--- config.mk ---
export PLATFORM = sky130hd
export DESIGN_NAME = clk_stop_ctrl
export DESIGN_NICKNAME = d
export VERILOG_FILES = /design/src/rtl/pm_pkg.sv /design/src/rtl/pm_sync2.sv /design/src/rtl/pm_clk_gate.sv /design/src/rtl/pm_seq.sv /design/src/rtl/clk_stop_ctrl.sv
export SDC_FILE = /design/constraint.sdc
export NUM_CORES = 1
export LEC_CHECK = 0
export BUFFER_PORTS_ARGS = -buffer_cell sky130_fd_sc_hd__buf_2
export CAP_MARGIN = 20
export CORE_UTILIZATION = 30
export DETAILED_ROUTE_END_ITERATION = 8
export SYNTH_ARGS = -nofsm -noshare
export SYNTH_HDL_FRONTEND = slang
export SYNTH_SLANG_ARGS = --single-unit
export TNS_END_PERCENT = 100
--- constraint.sdc ---
create_clock -name clk -period 1.72 [get_ports clk]
set_input_delay 0.258 -clock clk [delete_from_list [all_inputs] [get_ports clk]]
set_output_delay 0.258 -clock clk [all_outputs]
set_load 0.02 [all_outputs]
--- src/rtl/pm_pkg.sv ---
package pm_pkg;

    typedef enum logic [1:0] {
        PM_OFF    = 2'd0,
        PM_SETTLE = 2'd1,
        PM_RUN    = 2'd2,
        PM_DRAIN  = 2'd3
    } pm_state_t;

    localparam int NGRP   = 8;
    localparam int G_CPU  = 0;
    localparam int G_M66  = 1;
    localparam int G_PCI  = 2;
    localparam int G_PCIF = 3;
    localparam int G_HALF = 4;
    localparam int G_APIC = 5;
    localparam int G_REF  = 6;
    localparam int G_USB  = 7;

    // groups that only power-down can stop
    localparam logic [NGRP-1:0] FREE_MASK =
        (NGRP'(1) << G_PCIF) | (NGRP'(1) << G_HALF) | (NGRP'(1) << G_APIC) |
        (NGRP'(1) << G_REF)  | (NGRP'(1) << G_USB);

endpackage

--- src/rtl/pm_sync2.sv ---
module pm_sync2 #(
    parameter int W = 3
) (
    input  logic         clk,
    input  logic         rst_n,
    input  logic [W-1:0] d,
    output logic [W-1:0] q
);
    logic [W-1:0] meta;

    // reset value 0 means every control reads as asserted (stopped, powered down)
    always_ff @(posedge clk) begin
        if (!rst_n) begin
            meta <= '0;
            q    <= '0;
        end else begin
            meta <= d;
            q    <= meta;
        end
    end
endmodule

--- src/rtl/pm_clk_gate.sv ---
module pm_clk_gate (
    input  logic clk,
    input  logic rst_n,
    input  logic raw,
    input  logic req,
    output logic en,
    output logic gclk
);
    always_ff @(posedge clk) begin
        if (!rst_n) begin
            en   <= 1'b0;
            gclk <= 1'b0;
        end else begin
            if (!raw) begin
                en <= req;
            end
            gclk <= raw & en;
        end
    end


    en_low_phase_chk: assert property (@(posedge clk) disable iff (!rst_n)
        !$stable(en) |-> !$past(raw));

endmodule

--- src/rtl/pm_seq.sv ---
module pm_seq
    import pm_pkg::*;
#(
    parameter int SETTLE_CYC = 300000
) (
    input  logic            clk,
    input  logic            rst_n,
    input  logic            pwr_ok,
    input  logic            cpu_go,
    input  logic            pci_go,
    input  logic [NGRP-1:0] en_all,
    output logic [NGRP-1:0] req,
    output logic            osc_pll_en
);
    localparam int CW = $clog2(SETTLE_CYC + 1);
    localparam logic [CW-1:0] LAST = CW'(SETTLE_CYC - 1);

    pm_state_t state, nxt;
    logic [CW-1:0] cnt;

    // state register and settle counter
    always_ff @(posedge clk) begin
        if (!rst_n) begin
            state <= PM_OFF;
            cnt   <= '0;
        end else begin
            state <= nxt;
            cnt   <= (state == PM_SETTLE) ? cnt + CW'(1) : '0;
        end
    end

    // transitions
    always_comb begin
        nxt = state;
        unique case (state)
            PM_OFF:    if (pwr_ok) nxt = PM_SETTLE;
            PM_SETTLE: begin
                if (!pwr_ok)          nxt = PM_OFF;
                else if (cnt == LAST) nxt = PM_RUN;
            end
            PM_RUN:    if (!pwr_ok) nxt = PM_DRAIN;
            PM_DRAIN:  if (en_all == '0) nxt = PM_OFF;
            default:   nxt = PM_OFF;
        endcase
    end

    // outputs
    always_comb begin
        req        = '0;
        osc_pll_en = 1'b1;
        unique case (state)
            PM_OFF:    osc_pll_en = 1'b0;
            PM_SETTLE: req = '0;
            PM_RUN: begin
                req        = FREE_MASK;
                req[G_CPU] = cpu_go;
                req[G_M66] = cpu_go;
                req[G_PCI] = pci_go;
            end
            PM_DRAIN:  req = '0;
            default:   osc_pll_en = 1'b0;
        endcase
    end


    settle_quiet_chk: assert property (@(posedge clk) disable iff (!rst_n)
        (state == PM_SETTLE) |-> (en_all == '0));


    free_run_chk: assert property (@(posedge clk) disable iff (!rst_n)
        (state == PM_RUN) |=> ((($past(en_all) & ~en_all) & FREE_MASK) == '0));


    pd_priority_chk: assert property (@(posedge clk) disable iff (!rst_n)
        !pwr_ok |=> (state != PM_RUN));


    off_closed_chk: assert property (@(posedge clk) disable iff (!rst_n)
        (state == PM_OFF) |-> (en_all == '0));

endmodule

--- src/rtl/clk_stop_ctrl.sv ---
module clk_stop_ctrl
    import pm_pkg::*;
#(
    parameter int N_CPU      = 4,
    parameter int N_M66      = 4,
    parameter int N_PCI      = 7,
    parameter int N_HALF     = 2,
    parameter int N_APIC     = 3,
    parameter int N_REF      = 2,
    parameter int SETTLE_CYC = 300000
) (
    input  logic              clk,
    input  logic              rst_n,
    input  logic              cpu_raw,
    input  logic              m66_raw,
    input  logic              pci_raw,
    input  logic              half_raw,
    input  logic              apic_raw,
    input  logic              ref_raw,
    input  logic              usb_raw,
    input  logic              cpu_stop_n,
    input  logic              pci_stop_n,
    input  logic              pwr_dn_n,
    output logic [N_CPU-1:0]  cpu_clk,
    output logic [N_M66-1:0]  m66_clk,
    output logic [N_PCI-1:0]  pci_clk,
    output logic              pci_free,
    output logic [N_HALF-1:0] half_clk,
    output logic [N_APIC-1:0] apic_clk,
    output logic [N_REF-1:0]  ref_clk,
    output logic              usb_clk,
    output logic              osc_pll_en
);
    logic [2:0]      ctl_s;
    logic [NGRP-1:0] raw_v, req_v, en_v, gate_v;

    pm_sync2 #(.W(3)) u_sync (
        .clk   (clk),
        .rst_n (rst_n),
        .d     ({pwr_dn_n, pci_stop_n, cpu_stop_n}),
        .q     (ctl_s)
    );

    pm_seq #(.SETTLE_CYC(SETTLE_CYC)) u_seq (
        .clk        (clk),
        .rst_n      (rst_n),
        .pwr_ok     (ctl_s[2]),
        .cpu_go     (ctl_s[0]),
        .pci_go     (ctl_s[1]),
        .en_all     (en_v),
        .req        (req_v),
        .osc_pll_en (osc_pll_en)
    );

    assign raw_v[G_CPU]  = cpu_raw;
    assign raw_v[G_M66]  = m66_raw;
    assign raw_v[G_PCI]  = pci_raw;
    assign raw_v[G_PCIF] = pci_raw;
    assign raw_v[G_HALF] = half_raw;
    assign raw_v[G_APIC] = apic_raw;
    assign raw_v[G_REF]  = ref_raw;
    assign raw_v[G_USB]  = usb_raw;

    for (genvar g = 0; g < NGRP; g++) begin : g_gate
        pm_clk_gate u_gate (
            .clk   (clk),
            .rst_n (rst_n),
            .raw   (raw_v[g]),
            .req   (req_v[g]),
            .en    (en_v[g]),
            .gclk  (gate_v[g])
        );
    end

    assign cpu_clk  = {N_CPU{gate_v[G_CPU]}};
    assign m66_clk  = {N_M66{gate_v[G_M66]}};
    assign pci_clk  = {N_PCI{gate_v[G_PCI]}};
    assign pci_free = gate_v[G_PCIF];
    assign half_clk = {N_HALF{gate_v[G_HALF]}};
    assign apic_clk = {N_APIC{gate_v[G_APIC]}};
    assign ref_clk  = {N_REF{gate_v[G_REF]}};
    assign usb_clk  = gate_v[G_USB];


    dark_when_off_chk: assert property (@(posedge clk) disable iff (!rst_n)
        !osc_pll_en |-> (gate_v == '0));

endmodule

==> results of run 1 <==
## power groups by stage
stage | logic, W | clock network (W) | registers (W)
CTS | 0.0000400 | 0.000693 | 0.00101
finish | 0.0000392 | 0.000665 | 0.00101
global placement | 0.0000397 | 0 | 0.00103
detailed placement | 0.0000399 | 0 | 0.00103
floorplan | 0.0000161 | 0 | 0.00103
global route | 0.0000442 | 0.000738 | 0.00101
## synth_stat cells, drive strengths merged
cell type | count | area share
o22ai | 1 | 0.0034
nand4 | 6 | 0.028
nor2 | 13 | 0.026
a21oi | 9 | 0.024
a22oi | 1 | 0.0040
nor4 | 4 | 0.030
or2 | 1 | 0.0034
or2b | 1 | 0.0047
and4 | 2 | 0.010
ha | 1 | 0.0067
and3 | 12 | 0.042
or3b | 1 | 0.0047
or4 | 1 | 0.0061
mux2i | 1 | 0.0054
nor3 | 1 | 0.0027
nor4bb | 2 | 0.011
clkbuf | 3 | 0.0061
o21ai | 11 | 0.030
nand2 | 11 | 0.022
xnor2 | 5 | 0.024
xor2 | 5 | 0.024
and2 | 13 | 0.044
buf | 24 | 0.098
inv | 5 | 0.010
nand3b | 2 | 0.0081
or3 | 5 | 0.017
nor2b | 2 | 0.0067
nand3 | 9 | 0.027
dfxtp | 43 | 0.46
a31o | 2 | 0.0094
## per-stage QoR
stage | area, um2 | setup slack, ns
floorplan | 1860 | 0.245
global placement | 1970 | 0.251
detailed placement | 1970 | 0.199
CTS | 2060 | 0.182
global route | 2060 | 0.0523
finish | 2060 | 0.196
## cell families (layout without fill, tap and decap cells)
| logic type | Yosys count | after routing | share of synthesized area |
|---|---|---|---|
| compound gates | 24 | 24 | 0.0707 |
| xor+xnor | 10 | 10 | 0.0471 |
| fa+ha+maj | 1 | 1 | 0.00673 |
| buf+inv | 32 | 53 | 0.114 |
| flops | 43 | 43 | 0.463 |
| mux | 1 | 1 | 0.00539 |
| simple gates | 86 | 86 | 0.293 |
## worst max-delay path by stage
| stage | from | to | cells past startpoint |
|---|---|---|---|
| after CTS | u_seq.cnt[0] | u_seq.cnt[18] | 5 |
| after global routing | u_seq.cnt[0] | u_seq.cnt[18] | 5 |
| final | u_seq.cnt[0] | u_seq.cnt[18] | 5 |
| after detailed placement | u_seq.cnt[0] | u_seq.cnt[18] | 5 |
| after global placement | u_seq.cnt[0] | u_seq.cnt[18] | 5 |
| after floorplan | u_seq.cnt[0] | u_seq.cnt[18] | 6 |
## sequential cells by signal, indices dropped and copies added, names as in the netlist, named ones only
name / cells
g_gate.u_gate.en: 8
g_gate.u_gate.gclk: 8
u_seq.cnt: 19
u_seq.state: 1
u_sync.meta: 3
u_sync.q: 3
## per-layer routing
metal	global-route usage	vias up	wire length (um)
met5	0	-	0
met4	0.0643	0	80
met3	0.0352	6	190
met2	0.152	33	1330
met1	0.138	585	1510
li1	-	692	-
## critical path: cells and delay by family (launching register included)
kind	cells	cell delay, ns
AND/OR/NAND/NOR	3	0.71
adder cells (fa/ha/maj)	1	0.23
flip-flops	1	0.40
AO/OA/AOI/OAI	1	0.14
## area by class of cell
type / count / area (um2) / area share
clock inverters: 3 / 23.8 / 0.0115
flip-flops and latches: 43 / 861 / 0.417
repair buffers: 40 / 210 / 0.102
multi-input cells: 122 / 786 / 0.381
clock buffers: 5 / 68.8 / 0.0334
inverters: 5 / 18.8 / 0.00910
well taps: 75 / 93.8 / 0.0455
==> results.toml, run 1 <==
[worst_setup_path]
arrival_ns = 1.77
cpMaxStageDelayCell = "dfxtp_1"
worstPathRequired_ns = 1.96
r2r_cells = 5
start_kind = "register"
cp_max_fo = 6
rr_endpoint = "u_seq.cnt[18]"
worstSetupPathType = "register to register"
reg2reg_from = "u_seq.cnt[0]"
cp_cell_sequence = "ha_1 -> and4_1 -> nand4_4 -> or3_1 -> a21oi_1"
rrSetupSlack_ns = 0.20
max_stage_delay_ns = 0.40
end_kind = "register"

[global_routing]
grt_use_total = 0.107
grt_max_degree = 20
grt.overflow.total = 0
grt_pass1_wl_um = 5110
antenna_found_initial = 0
grt_pass1_vias = 1103

[layout]
finish.utilization = 0.346
drive_gt1_frac = 0.280
nFillCells = 620
mostFrequentLayoutCells = "dfxtp_1, buf_2, and2_1, nor2_1"
syn_to_final_growth_pct = 11.0
stdcell_count = 293
fin_nets = 230
final_common_cell = "dfxtp_1"
num_antenna_cells = 0

[power_and_ir_drop]
intPower_w = 0.00131
power_density_nw_per_um2 = 829
power_w = 0.00171
combPwrFrac = 0.023
p_leak_nw = 0.847
clkPwrFrac = 0.389
swShare = 0.233
power_switching_w = 0.000398
vdd_drop_max_mv = 0.290
pwr-share-seq = 0.588

[synthesis]
ys_ff_latch = 43
synth_area_um2 = 1860
syn_nets = 210
synth_cells = 197
synth_warnings = 0
netlist-cell-type-count = 37
avgSynthCellArea_um2 = 9.43
synth.yosys.seq_area_share = 0.463

[drt]
finalWirelength_um = 3110
avgRoutedWirePerCell_um = 10.6
via_count = 1316
dr.pass1.iters = 4
drcViolationCount = 0
vias_per_cell = 4.49
first_iter_violations = 49
ant_nets = 0

[clocking]
post_cts_resized = 0
clk_pin_slew_ns = 0.09
cts-root-buf = "clkbuf_8"
clock_path_buffers = 2
hold_buffers = 0
cts_tree = "built"
cts.sinks = 43
cts_max_level = 2
clock_latency_ns = 0.30
post-cts-setup-buffers = 0
cts_buffers = 5

[timing]
finalSetupTns_ns = 0
final.min_clock_period_ns = 1.52
worst_slew_pin_slew_ns = 0.367
whs_ns = 0.173
rsz0062_at_grt = "false"
maxSlewHeadroom = 0.753
setup_viol = 0
hold_viol_final = 0
fmax_mhz = 656
final_max_slew_viol_count = 0
period_share = 0.886
clock_skew_ns = 0.00794

[placement]
io_buffers = 36
place.gp.congestion = 0.723
dp_cells = 285
dp_hpwl_um = 2230

[hold_path]
holdCritPathClass = "primary input to register"
min_from = "cpu_stop_n"
whs_path_depth = 2
min_to = "u_sync.meta[0]"

[floorplanning]
die_w_um = 80.7
fp.dieH_um = 80.7
rows = 28
ios = 37
core_area_um2 = 5960
die_area_um2 = 6510
start_util = 0.312

[job]
cap_violations = 0

[status]
status = "finished, final reports clean"
Note: power is estimated with default switching activity, not from simulation.
==> run 2: changes to the inputs <==
CORE_UTILIZATION = 50   (was 30)
PLACE_DENSITY = 0.74   (was unset)
==> run 2 against run 1 <==
Against the previous run: cell count decreased by 11%; cell area decreased by 2.4%; sequential cell count unchanged; register-to-register slack got worse by 0.03 ns; non-clock buffer count decreased by 1; sequential share of layout area increased by 1.0 points; maximum frequency decreased by 1.7%; first-iteration DRC count increased by 16%; critical endpoint is now u_seq.cnt[14]; highest routed layer unchanged.
==> results.toml, run 2 (synthesized netlist as in run 1, its figures left out) <==
[timing]
hold_viol_final = 0
maxSlewHeadroom = 0.750
worst_slew_pin_slew_ns = 0.372
final_max_slew_viol_count = 0
clock_skew_ns = 0.00921
period_share = 0.901
setup_viol = 0
fmax_mhz = 645
final.min_clock_period_ns = 1.55
finalSetupTns_ns = 0
rsz0062_at_grt = "false"

[layout]
num_antenna_cells = 0
final_common_cell = "dfxtp_1"
stdcell_count = 262
syn_to_final_growth_pct = 8.35
regMostFlops = "u_seq.cnt"
mostFrequentLayoutCells = "dfxtp_1, buf_2, and2_1, nor2_1"
nFillCells = 315
drive_gt1_frac = 0.273
top_regs = "u_seq.cnt x19, g_gate.u_gate.en x8, g_gate.u_gate.gclk x8"
largest_reg_flops = 19
fin_nets = 229
finalInstanceArea_um2 = 2010

[floorplanning]
fp.dieH_um = 63.0
core_area_um2 = 3440
die_area_um2 = 3960
start_util = 0.540
die_w_um = 63.0
rows = 21
ios = 37

[worst_setup_path]
rr_endpoint = "u_seq.cnt[14]"
worstSetupPathType = "register to register"
r2r_cells = 5
arrival_ns = 1.77
cp_max_fo = 6
end_kind = "register"
rrSetupSlack_ns = 0.17
reg2reg_from = "u_seq.cnt[0]"
worstPathRequired_ns = 1.94
start_kind = "register"

[placement]
dp_cells = 255
place.gp.congestion = 0.795
io_buffers = 36
dpl_cell_area_um2 = 1930
dp_hpwl_um = 2090

[hold_path]
min_to = "u_sync.meta[2]"
min_from = "pwr_dn_n"
whs_path_depth = 2
holdCritPathClass = "primary input to register"

[drt]
drcViolationCount = 0
ant_nets = 0
finalWirelength_um = 2900
avgRoutedWirePerCell_um = 11.1
via_count = 1309
dr.pass1.iters = 4
vias_per_cell = 5.00
first_iter_violations = 57

[clocking]
clock_latency_ns = 0.30
cts.sinks = 43
cts_tree = "built"
post-cts-setup-buffers = 0
clock_path_buffers = 2
cts_buffers = 5
clk_pin_slew_ns = 0.07
hold_buffers = 0
cts-root-buf = "clkbuf_8"
cts_max_level = 2
post_cts_resized = 0

[global_routing]
antenna_found_initial = 0
grt.overflow.total = 0
grt_max_degree = 27
grt_pass1_vias = 1099
grt_use_total = 0.162
grt_pass1_wl_um = 5020

[power_and_ir_drop]
power_density_nw_per_um2 = 830
p_leak_nw = 0.848
vdd_drop_max_mv = 0.550

[status]
status = "finished, final reports clean"

[job]
cap_violations = 0
==> run 2: cell types whose count changed in the layout (fill, tap and decap cells not counted) <==
cell / previous run / this run
clkinv_2: 0 / 1
inv_6: 1 / 0
clkbuf_8: 5 / 6
clkinvlp_4: 2 / 0
buf_4: 4 / 3
==> run 2: worst max-delay path, cell delays in order (launching register included) <==
cell and delay [ns]:
dfxtp_1 0.39, ha_1 0.22, and4_1 0.27, nand4_4 0.13
or3_1 0.32, a21oi_1 0.15
==> run 2: where the power goes <==
part	leakage [nW]	switching [W]	internal, W
sequential	0.348	0.00000308	0.00100
combinational	0.453	0.0000191	0.0000170
clock	0.0470	0.000315	0.000315
total	0.848	0.000337	0.00133
==> run 2: final cells by class <==
type                            count  area (um2)  area share
Sequential cell                    43         861       0.428
Multi-Input combinational cell    122         786       0.390
Timing Repair Buffer               39         203       0.101
Clock buffer                        6        82.6      0.0410
Tap cell                           46        57.6      0.0286
Inverter                            5        18.8     0.00932
Clock inverter                      1        5.00     0.00249
==> run 2: metal layers <==
metal / routed length [um] / track usage / share of wire
met1: 1460 / 0.215 / 0.50
met2: 1250 / 0.235 / 0.43
met3: 140 / 0.0566 / 0.048
met4: 53 / 0.0698 / 0.018
met5: 0 / 0 / 0
==> run 2: worst max-delay path by stage <==
stage,cells after the start,endpoint,slack (ns),from
2_1_floorplan,6,u_seq.cnt[18],0.24,u_seq.cnt[0]
3_3_place_gp,5,u_seq.cnt[18],0.25,u_seq.cnt[0]
3_5_place_dp,5,u_seq.cnt[14],0.19,u_seq.cnt[0]
4_1_cts,5,u_seq.cnt[14],0.16,u_seq.cnt[0]
5_1_grt,5,u_seq.cnt[14],0.07,u_seq.cnt[0]
6_report,5,u_seq.cnt[14],0.17,u_seq.cnt[0]
==> run 2: through the flow <==
step / setup slack (ns) / hold slack, ns / power (W) / utilization
2_1_floorplan: 0.245 / 0.385 / 0.00104 / -
3_3_place_gp: 0.246 / 0.416 / 0.00106 / 0.559
3_5_place_dp: 0.194 / 0.422 / 0.00107 / 0.559
4_1_cts: 0.163 / 0.157 / 0.00169 / 0.585
5_1_grt: 0.0659 / 0.169 / 0.00174 / 0.585
6_report: 0.170 / 0.165 / 0.00167 / 0.585
